## config.mk

```make
export PLATFORM = sky130hd
export DESIGN_NAME = i2cp_poll_master
export DESIGN_NICKNAME = d
export VERILOG_FILES = /design/src/rtl/i2cp_pkg.sv /design/src/rtl/i2cp_qtick.sv /design/src/rtl/i2cp_sync.sv /design/src/rtl/i2cp_shifter.sv /design/src/rtl/i2cp_poll_master.sv
export SDC_FILE = /design/constraint.sdc
export NUM_CORES = 1
export LEC_CHECK = 0
export BUFFER_PORTS_ARGS = -buffer_cell sky130_fd_sc_hd__buf_4
export CORE_ASPECT_RATIO = 1.2
export CORE_UTILIZATION = 50
export CTS_CLUSTER_DIAMETER = 40
export DETAILED_ROUTE_END_ITERATION = 16
export GPL_TIMING_DRIVEN = 1
export PLACE_DENSITY = 0.67
export RECOVER_POWER = 25
export SLEW_MARGIN = 15
export SYNTH_ARGS = -nofsm -noshare
export SYNTH_HDL_FRONTEND = slang
export SYNTH_SLANG_ARGS = --single-unit
export TNS_END_PERCENT = 20
```

## constraint.sdc

```tcl
create_clock -name clk -period 3.6 [get_ports clk]
set_clock_uncertainty 0.1 [all_clocks]
set_input_delay 0.18 -clock clk [delete_from_list [all_inputs] [get_ports clk]]
set_output_delay 0.18 -clock clk [all_outputs]
set_load 0.02 [all_outputs]
```

## src/rtl/i2cp_pkg.sv

```systemverilog
package i2cp_pkg;
  typedef enum logic [2:0] {
    ST_IDLE, ST_START, ST_BITS, ST_STOP, ST_GAP, ST_RSTART
  } seq_st_e;

  typedef enum logic {PH_SEL, PH_ADDR} byte_ph_e;

  localparam logic [1:0] KIND_WRITE = 2'd0;
  localparam logic [1:0] KIND_READ  = 2'd1;
endpackage

```

## src/rtl/i2cp_qtick.sv

```systemverilog
module i2cp_qtick #(
  parameter int DIV = 4
) (
  input  logic clk,
  input  logic rst,
  input  logic en,
  output logic tick
);
  localparam int CW = (DIV > 1) ? $clog2(DIV) : 1;
  logic [CW-1:0] cnt;

  assign tick = en && (cnt == CW'(DIV - 1));

  always_ff @(posedge clk) begin
    if (rst || !en) cnt <= '0;
    else if (tick)  cnt <= '0;
    else            cnt <= cnt + 1'b1;
  end

  generate
    if (DIV > 1) begin : g_spacing
      // quarter ticks never come back to back, so a bit spans 4*DIV cycles
      assert_tick_spacing_R4: assert property (@(posedge clk) disable iff (rst)
        tick |=> !tick);
    end
  endgenerate
endmodule

```

## src/rtl/i2cp_sync.sv

```systemverilog
module i2cp_sync #(
  parameter int STAGES = 2
) (
  input  logic clk,
  input  logic rst,
  input  logic d,
  output logic q
);
  logic [STAGES-1:0] chain;

  always_ff @(posedge clk) begin
    if (rst) chain <= '1;
    else     chain <= {chain[STAGES-2:0], d};
  end

  assign q = chain[STAGES-1];
endmodule

```

## src/rtl/i2cp_shifter.sv

```systemverilog
module i2cp_shifter #(
  parameter int W = 8
) (
  input  logic         clk,
  input  logic         rst,
  input  logic         load,
  input  logic [W-1:0] din,
  input  logic         shift,
  output logic         bit_o
);
  logic [W-1:0] sr;

  always_ff @(posedge clk) begin
    if (rst)        sr <= '0;
    else if (load)  sr <= din;
    else if (shift) sr <= {sr[W-2:0], 1'b0};
  end

  assign bit_o = sr[W-1];

  assert_load_excl_R2: assert property (@(posedge clk) disable iff (rst)
    !(load && shift));
endmodule

```

## src/rtl/i2cp_poll_master.sv

```systemverilog
module i2cp_poll_master
  import i2cp_pkg::*;
#(
  parameter int QDIV      = 50,
  parameter int MAX_POLLS = 32
) (
  input  logic                           clk,
  input  logic                           rst,
  input  logic                           cmd_valid,
  output logic                           cmd_ready,
  input  logic [1:0]                     cmd_kind,
  input  logic [6:0]                     cmd_dev,
  input  logic [7:0]                     cmd_addr,
  output logic                           done,
  output logic                           ready_seen,
  output logic                           addr_acked,
  output logic                           timeout,
  output logic [$clog2(MAX_POLLS+1)-1:0] poll_count,
  output logic                           scl_oe,
  output logic                           sda_oe,
  input  logic                           sda_in
);
  localparam int BYTE_W   = 8;
  localparam int PCW      = $clog2(MAX_POLLS + 1);
  localparam int BCW      = $clog2(BYTE_W + 1);
  localparam logic [BCW-1:0] ACK_SLOT = BCW'(BYTE_W);
  localparam logic [PCW-1:0] CAP      = PCW'(MAX_POLLS);

  seq_st_e        st;
  byte_ph_e       ph;
  logic [1:0]     q;
  logic [BCW-1:0] bitcnt;
  logic [1:0]     kind_r;
  logic [6:0]     dev_r;
  logic [7:0]     addr_r;
  logic           retry, ack_r;
  logic           tick, sda_s, tx_bit;
  logic           ld, sh;
  logic [7:0]     ld_val;
  logic           scl_nx, sda_nx;

  i2cp_qtick #(.DIV(QDIV)) u_tick (
    .clk(clk), .rst(rst), .en(st != ST_IDLE), .tick(tick));

  i2cp_sync #(.STAGES(2)) u_sync (
    .clk(clk), .rst(rst), .d(sda_in), .q(sda_s));

  i2cp_shifter #(.W(BYTE_W)) u_sh (
    .clk(clk), .rst(rst), .load(ld), .din(ld_val), .shift(sh), .bit_o(tx_bit));

  assign cmd_ready = (st == ST_IDLE);

  wire phase_end = tick && (q == 2'd3);
  wire byte_end  = phase_end && (st == ST_BITS) && (bitcnt == ACK_SLOT);

  // shifter controls: select byte at the end of START, address after a taken select
  always_comb begin
    ld     = 1'b0;
    ld_val = {dev_r, 1'b0};
    sh     = phase_end && (st == ST_BITS) && (bitcnt != ACK_SLOT);
    if (phase_end && st == ST_START) ld = 1'b1;
    if (byte_end && ph == PH_SEL && ack_r && !kind_r[1]) begin
      ld     = 1'b1;
      ld_val = addr_r;
    end
  end

  // next bus enables; quarter 0 keeps SDA so it never moves with the SCL fall
  always_comb begin
    scl_nx = 1'b0;
    sda_nx = sda_oe;
    unique case (st)
      ST_START:  sda_nx = (q >= 2'd2);
      ST_BITS: begin
        scl_nx = (q < 2'd2);
        if (q != 2'd0) sda_nx = (bitcnt == ACK_SLOT) ? 1'b0 : ~tx_bit;
      end
      ST_RSTART: begin
        scl_nx = (q < 2'd2);
        sda_nx = (q == 2'd3);
      end
      ST_STOP: begin
        scl_nx = (q < 2'd2);
        if (q != 2'd0) sda_nx = (q != 2'd3);
      end
      default:   sda_nx = 1'b0;
    endcase
  end

  always_ff @(posedge clk) begin
    if (rst) begin
      scl_oe <= 1'b0;
      sda_oe <= 1'b0;
    end else begin
      scl_oe <= scl_nx;
      sda_oe <= sda_nx;
    end
  end

  always_ff @(posedge clk) begin
    if (rst) begin
      st         <= ST_IDLE;
      ph         <= PH_SEL;
      q          <= '0;
      bitcnt     <= '0;
      kind_r     <= '0;
      dev_r      <= '0;
      addr_r     <= '0;
      retry      <= 1'b0;
      ack_r      <= 1'b0;
      done       <= 1'b0;
      ready_seen <= 1'b0;
      addr_acked <= 1'b0;
      timeout    <= 1'b0;
      poll_count <= '0;
    end else begin
      done <= 1'b0;
      if (st == ST_IDLE) begin
        q <= '0;
        if (cmd_valid) begin
          kind_r     <= cmd_kind;
          dev_r      <= cmd_dev;
          addr_r     <= cmd_addr;
          ready_seen <= 1'b0;
          addr_acked <= 1'b0;
          timeout    <= 1'b0;
          poll_count <= '0;
          st         <= ST_START;
        end
      end else if (tick) begin
        q <= q + 1'b1;
        if (st == ST_BITS && q == 2'd2 && bitcnt == ACK_SLOT) ack_r <= ~sda_s;
        if (q == 2'd3) begin
          unique case (st)
            ST_START: begin
              bitcnt     <= '0;
              ph         <= PH_SEL;
              poll_count <= poll_count + 1'b1;
              st         <= ST_BITS;
            end
            ST_BITS: begin
              if (bitcnt != ACK_SLOT) begin
                bitcnt <= bitcnt + 1'b1;
              end else if (ph == PH_SEL) begin
                retry <= 1'b0;
                if (ack_r) begin
                  ready_seen <= 1'b1;
                  if (kind_r[1]) begin
                    st <= ST_STOP;
                  end else begin
                    ph     <= PH_ADDR;
                    bitcnt <= '0;
                  end
                end else begin
                  st <= ST_STOP;
                  if (poll_count == CAP) timeout <= 1'b1;
                  else                   retry   <= 1'b1;
                end
              end else begin
                addr_acked <= ack_r;
                retry      <= 1'b0;
                st         <= (kind_r == KIND_READ) ? ST_RSTART : ST_STOP;
              end
            end
            ST_RSTART: st <= ST_STOP;
            ST_STOP: begin
              if (retry) begin
                st <= ST_GAP;
              end else begin
                st   <= ST_IDLE;
                done <= 1'b1;
              end
            end
            ST_GAP:  st <= ST_START;
            default: st <= ST_IDLE;
          endcase
        end
      end
    end
  end

  // SDA released for the acknowledge slot while SCL is high
  assert_ack_release_R3: assert property (@(posedge clk) disable iff (rst)
    (st == ST_BITS && bitcnt == ACK_SLOT && q == 2'd2) |-> !sda_oe);

  // with SCL released on both cycles, an SDA move belongs to a bus condition
  assert_sda_move_R12: assert property (@(posedge clk) disable iff (rst)
    (!scl_oe && !$past(scl_oe) && (sda_oe != $past(sda_oe)))
      |-> ($past(st) inside {ST_START, ST_STOP, ST_RSTART}));

  assert_poll_cap_R9: assert property (@(posedge clk) disable iff (rst)
    poll_count <= CAP);

  assert_timeout_cap_R8: assert property (@(posedge clk) disable iff (rst)
    timeout |-> (poll_count == CAP && !ready_seen));

  assert_done_pulse_R11: assert property (@(posedge clk) disable iff (rst)
    done |=> !done);

  assert_busy_hold_R10: assert property (@(posedge clk) disable iff (rst)
    (cmd_valid && cmd_ready) |=> !cmd_ready);
endmodule

```

## Word-level counts from Yosys, hierarchy flattened

Cells that the tools add are included.

| storage, ports and cells | value |
|---|---|
| output and inout bits | 13 |
| flip-flop bits (word level) | 57 |

| operators by class | value |
|---|---|
| $lt $le $gt $ge | 2 |
| bitwise gates (word level) | 9 |
| eq/ne operators | 25 |
| reductions and logical operators | 42 |
| add/sub/neg operators | 4 |
| muxes and demuxes | 61 |

Operators with widths:

| operator | count |
|---|---|
| $mux W1 | 35 |
| $mux W3 | 10 |
| $mux W6 | 5 |
| $mux W8 | 3 |
| $reduce_bool A2 Y1 | 10 |
| $mux W4 | 4 |
| $pmux W3 S5 | 1 |
| $reduce_and A5 Y1 | 3 |
| $ne A2 B2 Y1 const B | 7 |
| $reduce_and A7 Y1 | 2 |
| $add A6 B1 Y6 const B | 2 |
| $eq A6 B6 Y1 const B | 2 |
| $logic_and A1 B1 Y1 | 11 |
| $ne A3 B2 Y1 const B | 3 |
| $not A1 Y1 | 9 |
| $pmux W4 S2 | 1 |
| $reduce_and A8 Y1 | 1 |
| $eq A3 B2 Y1 const B | 2 |
| $eq A3 B3 Y1 const B | 2 |
| $reduce_and A6 Y1 | 1 |
| $reduce_or A2 Y1 | 3 |
| $ne A5 B5 Y1 const B | 1 |
| $reduce_or A5 Y1 | 1 |
| $add A4 B1 Y4 const B | 1 |
| other kinds (20) | 23 |

## Longest topological paths before layout

| depth | value |
|---|---|
| word-level depth | 10 |
| gate-level depth with buffers | 8 |
| gate-level depth less buffers | 6 |

## Modules after synthesis

A second synthesis with hierarchy kept.

| second synthesis, totals | value |
|---|---|
| cell total of the unflattened synthesis | 326 |
| area, all modules | 2777.7 µm² |

By module, submodules not included:

| module | cells each | area an instance (µm²) | times used | sequential area each (µm²) |
|---|---|---|---|---|
| i2cp_poll_master | 259 | 2093.3 | 1 | 820.8 |
| i2cp_shifter | 35 | 369.1 | 1 | 160.2 |
| i2cp_qtick | 28 | 262.8 | 1 | 120.1 |
| i2cp_sync | 4 | 52.6 | 1 | 40.0 |

## Worst setup path after synthesis

Ideal clock, no wire load.

| timing | value |
|---|---|
| path type | register to register |
| start point | reg st[0] |
| end point | reg addr_acked |
| path buffers | 1 |
| data arrival time | 1.785 ns |
| library setup time | 0.072 ns |
| setup slack | 1.644 ns |
| period minus slack after synthesis | 1.956 ns |
| cell stages (with the launch flop) | 6 |
| data required time | 3.428 ns |
| path through | dfxtp_1 buf_2 nor3_1 nor3_1 a21oi_1 mux2i_1 |

RTL lines:

| item | RTL line | RTL |
|---|---|---|
| start: declaration | i2cp_poll_master.sv:29 | `seq_st_e st;` |
| start signal: assignment | i2cp_poll_master.sv:162 | `st <= (kind_r == KIND_READ) ? ST_RSTART : ST_STOP;` |
| $logic_not A3 Y1 * | -- |  |
| named net cmd_ready | i2cp_poll_master.sv:10 | `output logic cmd_ready,` |
| $ne A2 B2 Y1 (no source line) or $reduce_bool A2 Y1 (tied branches) | -- |  |
| $reduce_and A6 Y1 (no source line) | -- |  |
| end signal: assignment | i2cp_poll_master.sv:160 | `addr_acked <= ack_r;` |
| end: declaration | i2cp_poll_master.sv:16 | `output logic addr_acked,` |

Mark *: on every way through the listed nets, which the timed path passes. The rest lies on a longest branch.
A chain may end at the register's enable or synchronous reset.

## Worst setup path after layout

| timing | value |
|---|---|
| start point | reg st[1] |
| end point | reg u_sh.sr[3] |

| between the ends | value |
|---|---|
| cells in the longest elaborated chain, start to end | 10 |

Ends and longest elaborated chain:

| item | RTL line | RTL |
|---|---|---|
| $reduce_bool A3 Y1 | i2cp_poll_master.sv:43 | `.clk(clk), .rst(rst), .en(st != ST_IDLE), .tick(tick));` |
| $logic_and A1 B1 Y1 | i2cp_qtick.sv:12 | `assign tick = en && (cnt == CW'(DIV - 1));` |
| $logic_and A1 B1 Y1 | i2cp_poll_master.sv:53 | `wire phase_end = tick && (q == 2'd3);` |
| $logic_and A1 B1 Y1 | i2cp_poll_master.sv:54, i2cp_poll_master.sv:60 |  |
| $logic_and A1 B1 Y1 | i2cp_poll_master.sv:54 | `wire byte_end = phase_end && (st == ST_BITS) && (bitcnt == ACK_SLOT);` |
| $logic_and A1 B1 Y1 (3 in a row) | i2cp_poll_master.sv:62 | `if (byte_end && ph == PH_SEL && ack_r && !kind_r[1]) begin` |
| $mux W8 or $mux W1 (tied branches) | i2cp_poll_master.sv:62 |  |
| $mux W8 or $reduce_bool A2 Y1 (tied branches) | -- |  |
| end signal: assignment | i2cp_shifter.sv:15 | `else if (load) sr <= din;` |
| end signal: assignment | i2cp_shifter.sv:16 | `else if (shift) sr <= {sr[W-2:0], 1'b0};` |
| end: declaration | i2cp_shifter.sv:11 | `logic [W-1:0] sr;` |

Several ways; a longest one is shown, not always the timed one.

==> results.toml <==
[floorplanning]
ios = 34
core_region_area_sq_um = 5300
chipWidth_um = 69.8
die_h_um = 83.4
initial_core_util = 0.521
rows = 29
dieArea_sq_um = 5820

[cells_and_area]
num-fill-cells = 509
seqCellArea_sq_um = 1140
layout-drive-gt1-share = 0.122
antenna_cells = 0
syn_to_final_growth_pct = 20.9
nets = 403
multi_input_area_sq_um = 1470
final_util = 0.629
layoutNonFillerInstCount = 439

[route]
drcViolationCount = 0
viasPerCell = 5.81
num_vias = 2550
initialDrtViolationCount = 179
wirelength_mm = 6.84
first_pass_iters = 4
antenna_left = 0
wl_per_cell_um = 15.6

[setup_path]
end_kind = "register"
cp_top_family = "simple AND/OR/NAND/NOR gates"
cp.buffers_inverters = 0
cp.arrival_ns = 2.58
crit_path_max_incr_delay_ns = 0.68
cp_max_fo = 18
cp-start-kind = "register"
cp_slowest_cell = "dfxtp_1"
required_ns = 3.75
cp_cell_sequence = "or3b_1 -> nor4b_4 -> nand3_1 -> a311oi_1"
critPathKind = "reg2reg"

[clock_network]
clockBufferDepth = 2
clkSlewWorstSetupHoldPaths_ns = 0.06
cts_tree = "yes"
cts_num_sinks = 57
cts-root-buf = "clkbuf_8"
cts_resized = 0
htreeDepth = 3
numCtsBuffers = 9
insertion_delay_ns = 0.34

[timing]
fmax_mhz = 412
hold_viol_final = 0
finalMaxSlewViolations = 0
finalCriticalPeriod_ns = 2.43
setup_ws_ns = 1.17
tns_ns = 0
setup_viol = 0
finalCritPeriodShare = 0.675
tightest_slew_ns = 0.947
slew-limit-headroom = 0.364
rsz0062_at_grt = "false"

[min_path]
hold_class = "in2reg"

[synth]
synth_seq_cells = 57
synth_area_leader_cell = "dfxtp_1"
synthTopCellsByArea = "dfxtp_1 41%, a21oi_1 6.7%, nand2_1 6.4%"
yosysSeqAreaShare = 0.414
yosys_warnings = 0
syn-cell-area_sq_um = 2760
synth_cell_types = 53
synth_edf_count = 0
syn_avg_cell_area_sq_um = 8.38
async_flop_share = 0
ys.flop_type = "dfxtp_1"
syn-num-nets = 359
synth_top_area_frac = 0.414
postSynthCellCount = 329

[global_routing]
grt_pass1_vias = 2430
grt.overflow.total = 0
grt_max_degree = 45
gr-usage-all-layers = 0.254
antenna_found_initial = 0
grt_pass1_wl_mm = 11.7

[power]
total_leakage_power_uw = 0.00120
power_uw = 1490
max-vdd-ir-drop_mv = 0.365
power_density_nw_per_um2 = 446

[job]
maxCapViolCount = 0

[placed_design]
pre_cts_ws_ns = 1.20
dp_cells = 406
place.detailed.hpwl_mm = 4.42
gp_congestion = 0.934
io_buffers = 33

[status]
status = "completed"
[per-stage QoR]
stage	hold slack, ns	cell area [sq um]
finish	0.177	3330
global route	0.219	3330
CTS	0.173	3380
detailed placement	0.268	3000
global placement	0.266	3000
floorplan	0.184	2760
[registers in the layout, indices dropped and copies added (netlist names), 2 cells and up]
register      cells
bitcnt            4
u_tick.cnt        6
dev_r             7
q                 2
st                3
u_sync.chain      2
poll_count        6
addr_r            8
u_sh.sr           8
kind_r            2
[repair_timing]
item / 4_1_cts / 5_1_grt
setup endpoints to repair: 0 / 0
endpoints found under the hold margin: 18 / 0
hold buffers: 18 / 0
setup buffers: 0 / 0
[metal layers]
layer / GRT usage / vias to the layer above / wire length (um)
met5: 0 / - / 0
met4: 0.113 / 0 / 136
met3: 0.0522 / 14 / 363
met2: 0.440 / 69 / 3550
met1: 0.300 / 1197 / 2790
li1: - / 1270 / -
[cells in the final DEF, fill, tap and decap left out, types with 11 or more instances in the layout]
master / Yosys / layout
inv_1: 14 / 14
nand2_1: 47 / 47
nand3_1: 17 / 17
a21oi_1: 37 / 37
buf_4: 1 / 22
dlygate4sd3_1: 0 / 18
nor2_1: 16 / 16
dfxtp_1: 57 / 57
clkbuf_8: 0 / 11
clkbuf_1: 11 / 13
[logic make-up after synthesis]
logic type | count (synthesis) | share of synthesized area
xor gates and xnor gates | 6 | 0.0191
adders and majority gates | 9 | 0.0408
and+or+nand+nor | 133 | 0.260
buffers and inverters | 34 | 0.0558
AOI/OAI and AO/OA | 85 | 0.191
DFF | 57 | 0.414
muxes | 5 | 0.0186
[where the power goes]
group	switching (uW)	internal, uW	total [uW]	leakage (uW)
clock network	248	351	599	0.000102
registers	30.1	657	687	0.000463
logic	123	77.3	201	0.000638
total	401	1090	1490	0.00120
[final timing paths]
check | cells after the start | startpoint | slack [ns] | to
max reg2reg | 4 | st[1] | 1.17 | u_sh.sr[3]
max | 4 | st[1] | 1.17 | u_sh.sr[3]
min reg2reg | 1 | u_sync.chain[0] | 0.34 | u_sync.chain[1]
min | 2 | rst | 0.18 | retry
[synthesized netlist by cell type, drive strengths merged (5+ instances only)]
library cell / instances
clkbuf: 12
ha: 9
nor2b: 5
a31oi: 5
nor2: 17
buf: 8
dfxtp: 57
a22oi: 7
a21oi: 37
a311oi: 8
or4: 5
o21ai: 12
inv: 14
nand3: 17
nand2: 47
nor3: 11
[area by class of cell]
cell class / count / share of cell area
multi-input cells: 238 / 0.441
flip-flops and latches: 57 / 0.342
repair buffers: 53 / 0.119
clock buffers: 12 / 0.0465
well taps: 62 / 0.0233
inverters: 14 / 0.0158
clock inverters: 3 / 0.0120
No activity file was read; power rests on OpenSTA's default activity.
